File: src/rtl/wdg_pkg.sv
package wdg_pkg;
  // width of the timeout field and ticks per field unit
  localparam int TO_W = 4;
  localparam int TICKS_PER_UNIT = 2;
  // control word layout: [TO_W-1:0] timeout, [TO_W] reload, [TO_W+1] recovery
  localparam int CFG_W = TO_W + 2;

  typedef struct packed {
    logic            recov;
    logic            reload;
    logic [TO_W-1:0] timeout;
  } wdg_cfg_t;
endpackage

File: src/rtl/wdg_ctrl_regs.sv
module wdg_ctrl_regs
  import wdg_pkg::*;
#(
  parameter int TW = TO_W
) (
  input  logic          clk,
  input  logic          rst_n,
  input  logic          cfg_we,
  input  logic [TW-1:0] wr_timeout,
  input  logic          wr_reload,
  input  logic          wr_recov,
  output logic [TW-1:0] timeout_q,
  output logic          recov_q,
  output logic          restart,
  output logic          clear_off
);
  logic reload_q;
  logic reload_rise;
  logic new_period;

  always_ff @(posedge clk) begin
    if (!rst_n) begin
      timeout_q <= '0;
      reload_q  <= 1'b0;
      recov_q   <= 1'b0;
    end else if (cfg_we) begin
      timeout_q <= wr_timeout;
      reload_q  <= wr_reload;
      recov_q   <= wr_recov;
    end
  end

  always_comb begin
    reload_rise = cfg_we && wr_reload && !reload_q;
    new_period  = cfg_we && (wr_timeout != '0) && (wr_timeout != timeout_q);
    clear_off   = cfg_we && (wr_timeout == '0);
    restart     = reload_rise || new_period;
  end

  // a held reload bit with an unchanged period never restarts the count
  a_r4_level_no_restart: assert property (@(posedge clk) disable iff (!rst_n)
    (cfg_we && wr_reload && reload_q && (wr_timeout == timeout_q)) |-> !restart);
endmodule

File: src/rtl/wdg_counter.sv
module wdg_counter
  import wdg_pkg::*;
#(
  parameter int TW   = TO_W,
  parameter int STEP = TICKS_PER_UNIT,
  localparam int CNT_W = $clog2(((1 << TW) - 1) * STEP + 1)
) (
  input  logic          clk,
  input  logic          rst_n,
  input  logic          tick,
  input  logic [TW-1:0] timeout_q,
  input  logic          restart,
  input  logic          clear_off,
  output logic          expire_evt
);
  logic [CNT_W-1:0] cnt;
  logic [CNT_W-1:0] cnt_inc;
  logic [CNT_W-1:0] limit;
  logic             expired;
  logic             running;

  always_comb begin
    limit      = CNT_W'(timeout_q) * CNT_W'(STEP);
    cnt_inc    = cnt + CNT_W'(1);
    running    = (timeout_q != '0) && !expired && !restart && !clear_off;
    expire_evt = running && tick && (cnt_inc == limit);
  end

  always_ff @(posedge clk) begin
    if (!rst_n || clear_off || restart) begin
      cnt     <= '0;
      expired <= 1'b0;
    end else if (running && tick) begin
      cnt     <= cnt_inc;
      expired <= expire_evt;
    end
  end

  // an off watchdog keeps an empty count
  a_r2_idle_when_off: assert property (@(posedge clk) disable iff (!rst_n)
    (timeout_q == '0) |-> (cnt == '0 && !expired));
  // the count never passes the programmed limit
  a_r3_no_overrun: assert property (@(posedge clk) disable iff (!rst_n)
    (timeout_q != '0) |-> (cnt <= limit));
  // after expiry the count holds until reload, new period or clear
  a_r9_hold_after_expiry: assert property (@(posedge clk) disable iff (!rst_n)
    (expired && !restart && !clear_off) |=> $stable(cnt));
endmodule

File: src/rtl/wdg_action.sv
module wdg_action (
  input  logic clk,
  input  logic rst_n,
  input  logic expire_evt,
  input  logic recov_q,
  input  logic clear_off,
  output logic alarm_q,
  output logic restore_q,
  output logic fsrc_q
);
  always_ff @(posedge clk) begin
    if (!rst_n) begin
      alarm_q   <= 1'b0;
      restore_q <= 1'b0;
      fsrc_q    <= 1'b0;
    end else begin
      restore_q <= expire_evt;
      if (expire_evt) begin
        alarm_q <= 1'b1;
        fsrc_q  <= recov_q;
      end else if (clear_off) begin
        alarm_q <= 1'b0;
      end
    end
  end

  // one-cycle restore request
  a_r10_single_pulse: assert property (@(posedge clk) disable iff (!rst_n)
    restore_q |=> !restore_q);
  // alarm only drops on a zero-timeout write
  a_r6_alarm_sticky: assert property (@(posedge clk) disable iff (!rst_n)
    (alarm_q && !clear_off) |=> alarm_q);
  // source select follows the recovery bit held at expiry
  a_r7_source_select: assert property (@(posedge clk) disable iff (!rst_n)
    restore_q |-> (fsrc_q == $past(recov_q)));
  // a restore request always comes with the alarm
  a_r3_alarm_with_restore: assert property (@(posedge clk) disable iff (!rst_n)
    restore_q |-> alarm_q);
endmodule

File: src/rtl/wdg_recover.sv
module wdg_recover
  import wdg_pkg::*;
#(
  parameter int TW   = TO_W,
  parameter int STEP = TICKS_PER_UNIT,
  localparam int CW  = TW + 2
) (
  input  logic          clk,
  input  logic          rst_n,
  input  logic          cfg_we,
  input  logic [CW-1:0] cfg_wdata,
  input  logic          sec_tick,
  output logic          alarm_o,
  output logic          restore_req_o,
  output logic          freq_src_o
);
  logic [TW-1:0] timeout_q;
  logic          recov_q;
  logic          restart;
  logic          clear_off;
  logic          expire_evt;

  wdg_ctrl_regs #(.TW(TW)) u_regs (
    .clk        (clk),
    .rst_n      (rst_n),
    .cfg_we     (cfg_we),
    .wr_timeout (cfg_wdata[TW-1:0]),
    .wr_reload  (cfg_wdata[TW]),
    .wr_recov   (cfg_wdata[TW+1]),
    .timeout_q  (timeout_q),
    .recov_q    (recov_q),
    .restart    (restart),
    .clear_off  (clear_off)
  );

  wdg_counter #(.TW(TW), .STEP(STEP)) u_cnt (
    .clk        (clk),
    .rst_n      (rst_n),
    .tick       (sec_tick),
    .timeout_q  (timeout_q),
    .restart    (restart),
    .clear_off  (clear_off),
    .expire_evt (expire_evt)
  );

  wdg_action u_act (
    .clk        (clk),
    .rst_n      (rst_n),
    .expire_evt (expire_evt),
    .recov_q    (recov_q),
    .clear_off  (clear_off),
    .alarm_q    (alarm_o),
    .restore_q  (restore_req_o),
    .fsrc_q     (freq_src_o)
  );

  // with the watchdog off nothing is requested
  a_r2_off_silent: assert property (@(posedge clk) disable iff (!rst_n)
    (timeout_q == '0) |=> !restore_req_o);
endmodule

File: config.mk
export PLATFORM = sky130hd
export DESIGN_NAME = wdg_recover
export DESIGN_NICKNAME = d
export VERILOG_FILES = /design/src/rtl/wdg_pkg.sv /design/src/rtl/wdg_ctrl_regs.sv /design/src/rtl/wdg_counter.sv /design/src/rtl/wdg_action.sv /design/src/rtl/wdg_recover.sv
export SDC_FILE = /design/constraint.sdc
export NUM_CORES = 1
export LEC_CHECK = 0
export BUFFER_PORTS_ARGS = -buffer_cell sky130_fd_sc_hd__buf_2
export CAP_MARGIN = 20
export CORE_AREA = 5 5 52 54
export DETAILED_ROUTE_END_ITERATION = 8
export DIE_AREA = 0 0 57 59
export PLACE_DENSITY = 0.64
export SLEW_MARGIN = 20
export SYNTH_ARGS = -nofsm -noshare
export SYNTH_HDL_FRONTEND = slang
export SYNTH_SLANG_ARGS = --single-unit
File: constraint.sdc
create_clock -name clk -period 2.6 [get_ports clk]
set_input_delay 0.39 -clock clk [delete_from_list [all_inputs] [get_ports clk]]
set_output_delay 0.39 -clock clk [all_outputs]
set_load 0.05 [all_outputs]
==> metrics, run 1 <==
GPL Wtd Cong=0.763; yosys warns=0; WP data required=2.81 ns; Die Width=57 um; DR vias/cell=4.95; antenna cells=0; Synth Instances=82; Synth Register Bits=15; Slew @ Worst Pin=0.446 ns; Post-synth top flop=dfxtp_1; final clock skew=0.000825 ns; worst hold margin=0.361 ns; vias=604; EDFF count, synth=0; Die Ht=59 um; CP peak stage delay=0.46 ns; first-pass GRT wire length=2.57 mm; Worst VDD drop=0.350 mV; Syn Area/Cell=9.78 um^2; startpoint types=register; setup slack, reg-to-reg=0.87 ns; initial antenna violation count=0; initial DRC count=1; Mapped Area=802 um^2; layout cell share with drive strength beyond 1=22.3%; area leader, netlist=dfxtp_1; DR WL/cell=11.5 um; antenna-violating nets left=0; leakage power=0.379 nW; Overall Global Routing Usage=9.71%; Starting Density=37.0%; Distinct cells, synth=30; Post-Route WL=1.40 mm; critical path buffer and inverter count=0; crit path time final=1.73 ns; 1st-pass router iterations=3; CTS Buf Count=3; Clock transition at path regs=0.09 ns; clk buf depth=2; post-CTS sizing=0; CORE AREA=2170 um^2; pre-CTS WS=0.716 ns; RSZ-0062 raised after global routing=no; I/O pin total=13; ys async rst share=0%; Critical Path AT=1.95 ns; Worst Slack Setup Final=0.866 ns; # hold bufs at CTS=0; Detailed Place HPWL=1.12 mm; clock root cell=clkbuf_4; max_slew headroom=70.1%; ranking of synthesized cells by area=dfxtp_1, mux2i_1, xor2_1; worst-path cell chain=xor2_1 > o41a_1 > nor2_2 > nor4b_4 > mux2i_1; H-tree levels=1; TNS Setup=0 ns; Post-synth top cells=dfxtp_1, mux2i_1, nor2_1, nor2b_1, xor2_1; Worst-Skew Late Latency=0.28 ns; period utilisation layout=66.7%; clk sink count=15; detailed-route DRC error count=0; CTS tree=built; max_cap viols=0; Slowest cell on crit path=o41a_1; Synth top area share=37.4%; PortBufs=12; Worst Path Max Fanout=4; fin cells=122; Area Overhead vs Synth=12.2%; critical path endpoint category=register; GR Overflow Total=0; power per cell area=488 nW/um^2; outcome=finished, final reports clean; register area share after synthesis=37.4%; Slew Limit Fails=0; critical path type=reg -> reg; Post-CTS Setup Bufs=0; Hold Vio Cnt, Final=0; Min-Delay Path Class=in -> reg; largest net degree at the start of global routing=12; row cnt=17; cell family with most CP delay=compound AO/OA/AOI/OAI gates; Layout fillers=242; vias in the first global route=635; Layout Nets=106; most frequent cell after synthesis=dfxtp_1; Post-Syn Nets=93; Placed Instances=118; Max Clk Rate=0.577 GHz; overall power=439 uW; full die area=3360 um^2; # setup viols final=0
[power by group]
group / internal, mW / leakage [nW] / switching, mW
clock: 0.0571 / 0.0177 / 0.0746
combinational: 0.0308 / 0.239 / 0.0316
sequential: 0.237 / 0.122 / 0.00780
[metrics by stage]
stage / util, % / area (um^2)
finish: 41.5 / 900
global route: 41.5 / 900
CTS: 41.5 / 900
detailed placement: 40.2 / 872
global placement: 40.2 / 872
floorplan: - / 802
[logic make-up after synthesis]
family	count (synthesis)	share of synthesized area [%]
buffers and inverters	4	3.12
DFF	15	37.4
muxes	8	10.1
adders and majority gates	1	1.56
and+or+nand+nor	36	27.9
AOI/OAI and AO/OA	6	6.71
xor gates and xnor gates	12	13.1
[worst min-delay path: cells and delay by family]
kind | cells | cell delay, ns
muxes | 1 | 0.05
and+or+nand+nor | 1 | 0.09
buffers and inverters | 1 | 0.07
[cell usage in the layout (no fill, tap or decap)]
cell / count
o21ba_1: 1
or4_1: 1
clkbuf_4: 3
nor4_2: 1
xor2_1: 7
buf_2: 12
nand3b_1: 2
o31a_2: 1
nor3_1: 2
nor4b_4: 1
mux2i_1: 7
ha_1: 1
nand4_1: 2
nand4b_1: 1
nor2b_1: 7
a21boi_0: 1
and2_1: 3
clkinv_2: 1
a211oi_1: 1
xnor2_1: 5
mux2_2: 1
o41a_1: 1
o21a_1: 1
and3b_1: 1
dfxtp_1: 15
nor2_1: 7
nor2_2: 1
nand3_1: 1
nand2_1: 5
nor4_1: 1
[layer usage]
layer | global-route usage, % | up-vias | part of all wire (%)
met3 | 2.40 | 5 | 4.8
met4 | 4.97 | 0 | 2.1
met2 | 16.8 | 12 | 46
met1 | 11.1 | 278 | 47
met5 | 0 | - | 0
li1 | - | 309 | -
[final timing paths]
check / start / to / cells after the start
min: cfg_wdata[5] / u_regs.recov_q / 3
max: u_regs.timeout_q[3] / u_act.fsrc_q / 5
max reg2reg: u_regs.timeout_q[3] / u_act.fsrc_q / 5
min reg2reg: u_regs.recov_q / u_act.fsrc_q / 2
[cell type report]
type / instances / area [um^2] / share of cell area [%]
repair buffers: 12 / 60.1 / 6.68
clock inverters: 1 / 5.00 / 0.556
flip-flops and latches: 15 / 300 / 33.4
multi-input cells: 63 / 477 / 53.0
clock buffers: 3 / 22.5 / 2.50
well taps: 28 / 35.0 / 3.89
[sequential cells by signal (all words and copies together) (netlist names)]
register,flops
u_regs.recov_q,1
u_cnt.cnt,5
u_act.alarm_q,1
u_cnt.expired,1
u_regs.timeout_q,4
u_act.restore_q,1
u_act.fsrc_q,1
u_regs.reload_q,1
(Power assumes the default switching activity.)
==> run 2, diff against run 1 <==
- PLACE_DENSITY: 0.64 -> 0.66
- clock period: 2.6 -> 1.5 ns (I/O delays scaled with it)
==> run 2 against run 1 <==
Power is 85% higher; the flow now finishes with violations (negative setup slack); cell count grew 15%; core utilization is 7.3 points higher; critical path type unchanged; clock-buffer cell count increased by 1; clock skew rose by 0.0033 ns; sequential share of layout area is 4.8 points lower; register-to-register slack got worse by 1.0 ns; first-iteration DRC count rose to 6.0 times the previous value; critical path depth unchanged; die area unchanged.
==> metrics, run 2 (synthesis gave the netlist of run 1 again) <==
Overall Global Routing Usage=11.4% (+1.6 points); Largest register FFs=5 (unchanged); leakage power=0.471 nW (+24%); row cnt=17 (unchanged); register with the most flip-flops=u_cnt.cnt; outcome=finished with violations; final clock skew=0.00416 ns (+0.00334 ns); Detailed Place HPWL=1.37 mm (+22%); WP data required=1.72 ns (-1.09 ns); vias in the first global route=688 (+8.3%); antenna cells=0 (unchanged); Die Width=57 um (unchanged); Slew Limit Fails=0 (unchanged); setup slack, reg-to-reg=-0.18 ns (-1.04 ns); vias=669 (+11%); Worst-Skew Late Latency=0.29 ns (about the same); Slew @ Worst Pin=0.324 ns (-0.123 ns); largest net degree at the start of global routing=12 (unchanged); DR WL/cell=12.1 um (+5.2%); overall power=811 uW (+85%); Min-Delay Path Class=in -> reg; Hold Vio Cnt, Final=0 (unchanged); Worst Path Max Fanout=4 (unchanged); layout cell share with drive strength beyond 1=38.4% (+16 points); I/O pin total=13 (unchanged); first-pass GRT wire length=2.91 mm (+13%); Starting Density=37.0% (unchanged); max_slew headroom=78.3% (+8.3 points); clock root cell=clkbuf_4; Max Clk Rate=0.597 GHz (+3.5%); DR vias/cell=4.78 (-3.5%); Layout fillers=224 (-7.4%); Post-Route WL=1.69 mm (+21%); most common cell after layout, fill and taps aside=buf_4; clk sink count=15 (unchanged); Placed Area=1010 um^2 (+16%); antenna-violating nets left=0 (unchanged); CTS Buf Count=3 (unchanged); 1st-pass router iterations=2 (-1); # setup viols final=9 (+9); detailed-route DRC error count=0 (unchanged); Largest regs=u_cnt.cnt: 5 flops, u_regs.timeout_q: 4 flops; Worst Slack Setup Final=-0.175 ns (-1.04 ns); Die Ht=59 um (unchanged); critical path endpoint category=register; Worst Reg-to-Reg Cells=5 (unchanged); power per cell area=766 nW/um^2 (+57%); clk buf depth=2 (unchanged); CORE AREA=2170 um^2 (unchanged); RSZ-0062 raised after global routing=yes; critical path type=reg -> reg; full die area=3360 um^2 (unchanged); PortBufs=12 (unchanged); max_cap viols=0 (unchanged); CTS tree=built; post-layout util=48.8% (+7.3 points); Critical Path AT=1.89 ns (-0.06 ns); Clock transition at path regs=0.09 ns (about the same); Layout Nets=124 (+17%); startpoint types=register; period utilisation layout=112% (+45 points); commonest cells after routing, fill and taps aside=buf_4, dfxtp_1, buf_2; Area Overhead vs Synth=32.0%; H-tree levels=1 (unchanged); Hold Crit Depth=3 (unchanged); GR Overflow Total=0 (unchanged); GPL Wtd Cong=0.795 (+4.1%); initial antenna violation count=0 (unchanged); initial DRC count=6 (+5); crit path time final=1.68 ns (-0.0585 ns); failing checks=negative setup slack; Final Cell Area=1060 um^2 (+18%); Worst VDD drop=0.536 mV (+53%)
## run 2: changes by cell type in the layout (fill, tap and decap cells not counted)
cell and delta:
and2_1 -1, dfxtp_2 +2, clkinv_2 -1, buf_4 +18
clkbuf_1 +1, nor4_4 +1, dfxtp_1 -2, a211oi_1 -1
a211oi_2 +1, nor4_1 -1, and2_4 +1
## run 2: critical path: stages (launching register included)
cell and delay (ns):
dfxtp_2 0.35, xor2_1 0.14, o41a_1 0.43, nor2_2 0.14, nor4b_4 0.32, mux2i_1 0.22
## run 2: routing by layer
layer  part of all wire, %  track usage, %  vias to the layer above
met5                     0               0                        -
met4                   2.5            6.95                        0
met3                   3.1            1.96                        5
met2                    49            19.1                       10
met1                    45            13.5                      308
li1                      -               -                      346
## run 2: final timing paths
path,startpoint,endpoint
max reg2reg,u_regs.timeout_q[3],u_act.fsrc_q
max,u_regs.timeout_q[3],u_act.fsrc_q
min,cfg_wdata[4],u_regs.reload_q
min reg2reg,u_act.fsrc_q,u_act.fsrc_q
## run 2: report_power, final
part	internal (mW)	leakage (nW)	switching (mW)
sequential	0.411	0.123	0.00980
combinational	0.0820	0.333	0.0718
clock	0.103	0.0150	0.133
## run 2: cell type report
| type | instances | area (um^2) | share of cell area (%) |
|---|---|---|---|
| clock buffer | 4 | 26.3 | 2.48 |
| multi-input combinational | 63 | 499 | 47.2 |
| timing repair buffer | 30 | 195 | 18.4 |
| sequential | 15 | 303 | 28.6 |
| tap | 28 | 35.0 | 3.31 |
## run 2: metrics by stage
stage	setup WS [ns]	std cells	hold slack, ns	setup TNS (ns)
after global routing	-0.328	140	0.251	-1.63
after floorplan	-0.0381	82	0.394	-0.0381
after detailed placement	-0.235	135	0.457	-0.951
final	-0.175	140	0.202	-0.733
after CTS	-0.206	140	0.202	-0.933
after global placement	-0.123	135	0.440	-0.439
## run 2: what timing repair did
action,in CTS,in global routing
cloned,0,0
gates resized for setup,1,1
buffers inserted,1,0
hold buffers,0,0
setup endpoints to repair,9,9
pin swaps,2,2
